--- config.mk ---
export PLATFORM = sky130hd
export DESIGN_NAME = buck_fault_ctrl
export DESIGN_NICKNAME = d
export VERILOG_FILES = /design/src/rtl/buck_fault_ctrl.sv
export SDC_FILE = /design/constraint.sdc
export NUM_CORES = 1
export LEC_CHECK = 0
export BUFFER_PORTS_ARGS = -buffer_cell sky130_fd_sc_hd__buf_2
export CAP_MARGIN = 20
export CORE_MARGIN = 2
export CORE_UTILIZATION = 35
export CTS_BUF_LIST = sky130_fd_sc_hd__clkbuf_16
export CTS_CLUSTER_DIAMETER = 120
export CTS_CLUSTER_SIZE = 24
export DETAILED_ROUTE_END_ITERATION = 6
export PLACE_DENSITY_LB_ADDON = 0.05
export SLEW_MARGIN = 20
export SYNTH_ARGS = -nofsm -noshare
export SYNTH_HDL_FRONTEND = slang
export SYNTH_SLANG_ARGS = --single-unit
--- constraint.sdc ---
create_clock -name clk -period 3 [get_ports clk]
set_clock_uncertainty 0.15 [all_clocks]
set_input_delay 0.6 -clock clk [delete_from_list [all_inputs] [get_ports clk]]
set_output_delay 0.6 -clock clk [all_outputs]
set_load 0.02 [all_outputs]
--- src/rtl/buck_fault_ctrl.sv ---
module buck_fault_ctrl #(
  parameter int HICCUP_CYC  = 1450000,
  parameter int UV_FILT_CYC = 1000,
  parameter int HS_LIMIT    = 4
) (
  input  logic clk,
  input  logic rst_n,
  input  logic cyc_stb,
  input  logic hs_oc,
  input  logic ls_oc,
  input  logic ov_flag,
  input  logic uv_flag,
  input  logic ot_flag,
  output logic force_ls_on,
  output logic force_hiz,
  output logic shutdown,
  output logic restart_req
);
  localparam int HCW = $clog2(HICCUP_CYC + 1);
  localparam int UVW = $clog2(UV_FILT_CYC + 1);
  localparam int OCW = $clog2(HS_LIMIT + 1);
  localparam logic [HCW-1:0] HC_LAST = HCW'(HICCUP_CYC - 1);
  localparam logic [UVW-1:0] UV_LAST = UVW'(UV_FILT_CYC - 1);
  localparam logic [OCW-1:0] OC_LAST = OCW'(HS_LIMIT - 1);

  typedef enum logic [2:0] {S_RUN, S_OVD, S_HICC, S_LATCH, S_THERM} st_t;

  st_t st, st_n;
  logic           hs_seen;
  logic [OCW-1:0] oc_cnt;
  logic [UVW-1:0] uv_cnt;
  logic [HCW-1:0] hc_cnt;
  logic           restart_q;

  logic run, oc_evt, oc_trip, uv_trip, go_run;
  assign run     = (st == S_RUN);
  assign oc_evt  = run && cyc_stb && (hs_seen || hs_oc);
  assign oc_trip = oc_evt && (oc_cnt == OC_LAST);
  assign uv_trip = run && uv_flag && (uv_cnt == UV_LAST);
  assign go_run  = (st_n == S_RUN) && !run;

  always_comb begin
    st_n = st;
    unique case (st)
      S_RUN: begin
        if (ot_flag)      st_n = S_THERM;
        else if (ls_oc)   st_n = S_HICC;
        else if (ov_flag) st_n = S_OVD;
        else if (oc_trip) st_n = S_HICC;
        else if (uv_trip) st_n = S_HICC;
      end
      S_OVD: begin
        if (ot_flag)      st_n = S_THERM;
        else if (ls_oc)   st_n = S_HICC;
        else if (uv_flag) st_n = S_LATCH;
      end
      S_HICC: begin
        if (ot_flag)                st_n = S_THERM;
        else if (hc_cnt == HC_LAST) st_n = S_RUN;
      end
      S_LATCH: if (ot_flag) st_n = S_THERM;
      S_THERM: if (!ot_flag) st_n = S_RUN;
      default: st_n = S_HICC;
    endcase
  end

  always_ff @(posedge clk or negedge rst_n) begin
    if (!rst_n) begin
      st        <= S_RUN;
      hs_seen   <= 1'b0;
      oc_cnt    <= '0;
      uv_cnt    <= '0;
      hc_cnt    <= '0;
      restart_q <= 1'b0;
    end else begin
      st        <= st_n;
      restart_q <= go_run;
      hs_seen   <= run && !cyc_stb && (hs_seen || hs_oc);
      if (!run)         oc_cnt <= '0;
      else if (cyc_stb) oc_cnt <= oc_evt ? oc_cnt + 1'b1 : '0;
      uv_cnt <= (run && uv_flag) ? uv_cnt + 1'b1 : '0;
      hc_cnt <= (st == S_HICC) ? hc_cnt + 1'b1 : '0;
    end
  end

  logic stage_on;
  assign stage_on    = run || (st == S_OVD);
  assign force_hiz   = (st == S_HICC) || (st == S_LATCH) || (st == S_THERM) || (stage_on && ls_oc);
  assign force_ls_on = !ls_oc && ((st == S_OVD) || (run && (hs_oc || hs_seen)));
  assign shutdown    = !run;
  assign restart_req = restart_q;
endmodule

==> metrics.txt <==
Critical path origin st[0]; Comb power frac 14.0%; DR vias around 1,500; CTS tree yes; WS Path Type reg -> out; ys flop type dfrtp_1; slew margin rel. approximately two fifths; Top Layer Used met4; Design Area, Final 2250 sq um; register area ~980 sq um; Initial DRT Pass Iterations 6; Routed met3 length 124 microns; switch share between 20% and 30%; setup-violating endpoint count in the final report 0; Mapped Cells 203; share of layout cells above drive strength 1 between 10% and 20%; ant diodes 0; final WL 3860 microns; clock transition at the registers of the reported paths roughly 0.060 ns; Root Buffer clkbuf_16; starting density of the core 36.0%; Int Pwr 1.01 mW; CTS sink cnt 39; per-cell routed wire length 13.4 microns; switching power 0.383 mW; Die Area 6250 sq um; R2R Path Start hc_cnt[0]; synth unique cells 37; Skew-Pair Late Insertion Delay 0.28 ns; CTS Buffer Depth 2; max cap viols 0; crit-path max FO 10; critical path startpoint category flip-flop; register share of total power between 40% and 50%; first-pass GRT wire length 6980 microns; Worst-Margin Slew 0.883 ns; Worst setup EP type primary output; cell taking the most area after synthesis dfrtp_1; clock share of power a little over two fifths; Fin Hold WS 0.291 ns; post-synth net total 215; Num CTS Buffers 5; met1 WL about 1900 microns; part of the Yosys area used for sequential elements 49.5%; # H-tree levels 2; Slew Limit Fails 0; met2 wire len between 1500 and 2000 microns; fin crit share 77.2%; Warnings, synthesis 0; Core ar. 5470 sq um; Non-Filler Instances around 290; Peak Freq 432 MHz; ys async rst share 100%; Final Hold Fails 0; count leader, synth dfrtp_1; Die Wd 79.0 microns; DRT iter0 DRCs 41; initial antenna violation count 0; Post-CTS Hold Fix Bufs 0; Worst EP required approximately 2.3 ns; Post-synth EDFFs 0; dpl cell area 2080 sq um; synth cell count leaders 39 x dfrtp_1, 27 x nor2_1, 15 x a21oi_1; power density over cell area 619 nW/um^2; Seq cells post-synth 39; placed insts 280; Mean Syn Cell Area 9.71 sq um; largest net degree at the start of global routing 40; status finished, final reports clean; maximum VDD drop between 0.2 and 0.3 mV; final net count 227; top cell type's share of synthesized area 49.5%; number of global-route vias before repair 1,497; top cells by area, synth dfrtp_1 50%, xnor2_1 5.3%, nor2_1 5.1%; Hold Path Class in -> async; Post-Syn Area 1970 sq um; row cnt 27; num ports 12; total negative slack 0 ns; GPL Wtd Cong 0.803; cts repair resizes 0; dpl hpwl 2700 microns; DRC 0; CP arrival between 1.5 and 2 ns; GRT overflow 0; Tot GR Track Use 14.3%; Post-DRT Antenna Nets 0; setup repair bufs after CTS 0; post-layout min period 2.32 ns; die height 79.0 microns; Fillers ~560; leak pwr 0.895 nW; port buffer count 11; multi-input logic area ~930 sq um; area growth from synthesis to layout 14.3%; vias per cell 5.17; RSZ-0062 raised after global routing false
## flip-flops by register name (all words and copies together), names as in the netlist
name / count
hc_cnt: 21
st: 3
uv_cnt: 10
oc_cnt: 3
hs_seen: 1
restart_req: 1
## final timing paths
check / endpoint / slack, ns / depth (start not counted)
worst min register to register: uv_cnt[0] / 0.34 / 1
min in group clk: uv_cnt[0] / 0.34 / 1
max in group asynchronous: uv_cnt[5] / 1.86 / 1
worst max register to register: hc_cnt[20] / 0.73 / 5
worst min-delay path: oc_cnt[1] / 0.29 / 1
worst max-delay path: shutdown / 0.68 / 3
## power groups by stage
stage	clock, mW	combinational [mW]	sequential [mW]
after floorplan	0	0.141	0.603
after global placement	0	0.197	0.607
after detailed placement	0	0.201	0.608
after CTS	0.617	0.201	0.599
after global routing	0.647	0.227	0.606
final	0.598	0.195	0.599
## layout make-up
cell class / count / area share, %
Clock inverter: 3 / 1.94
Multi-Input combinational cell: 150 / 41.4
Timing Repair Buffer: 11 / 2.44
Sequential cell: 39 / 43.3
Inverter: 8 / 1.33
Clock buffer: 5 / 5.56
Tap cell: 72 / 4.00
## stage by stage
step / setup WS, ns / util [%] / total power [mW]
2_1_floorplan: 0.922 / - / 0.744
3_3_place_gp: 0.789 / 38.1 / 0.804
3_5_place_dp: 0.751 / 38.1 / 0.809
4_1_cts: 0.636 / 41.2 / 1.42
5_1_grt: 0.562 / 41.2 / 1.48
6_report: 0.683 / 41.2 / 1.39
## worst max-delay path: stages (launching register included)
cell and delay, ns:
dfrtp_1 0.49, nor3_1 0.43, inv_1 0.17, buf_2 0.20
## cell usage in the layout (no fill, tap or decap), drive strengths merged, types with 3 or more instances in the layout
cell type,count
xor2,4
buf,11
or4,5
nand2,8
dfrtp,39
ha,4
o31ai,3
nor3,11
nand3,12
a21oi,15
nor2,27
clkbuf,5
nor4b,3
or3,10
nand4,6
inv,8
o21ai,12
xnor2,12
## metal layers
layer	GRT usage, %	vias to the layer above
met5	0	-
met4	5.86	0
met3	4.20	6
met2	22.1	17
met1	18.8	713
li1	-	753
## kinds of logic after synthesis
family	after synthesis	share of synthesized area, %
compound gates	35	10.0
xor+xnor	16	7.11
fa+ha+maj	4	2.54
buf+inv	14	3.17
flops	39	49.5
mux	2	1.02
simple gates	93	26.6
No activity file was read; power rests on OpenSTA's default activity.
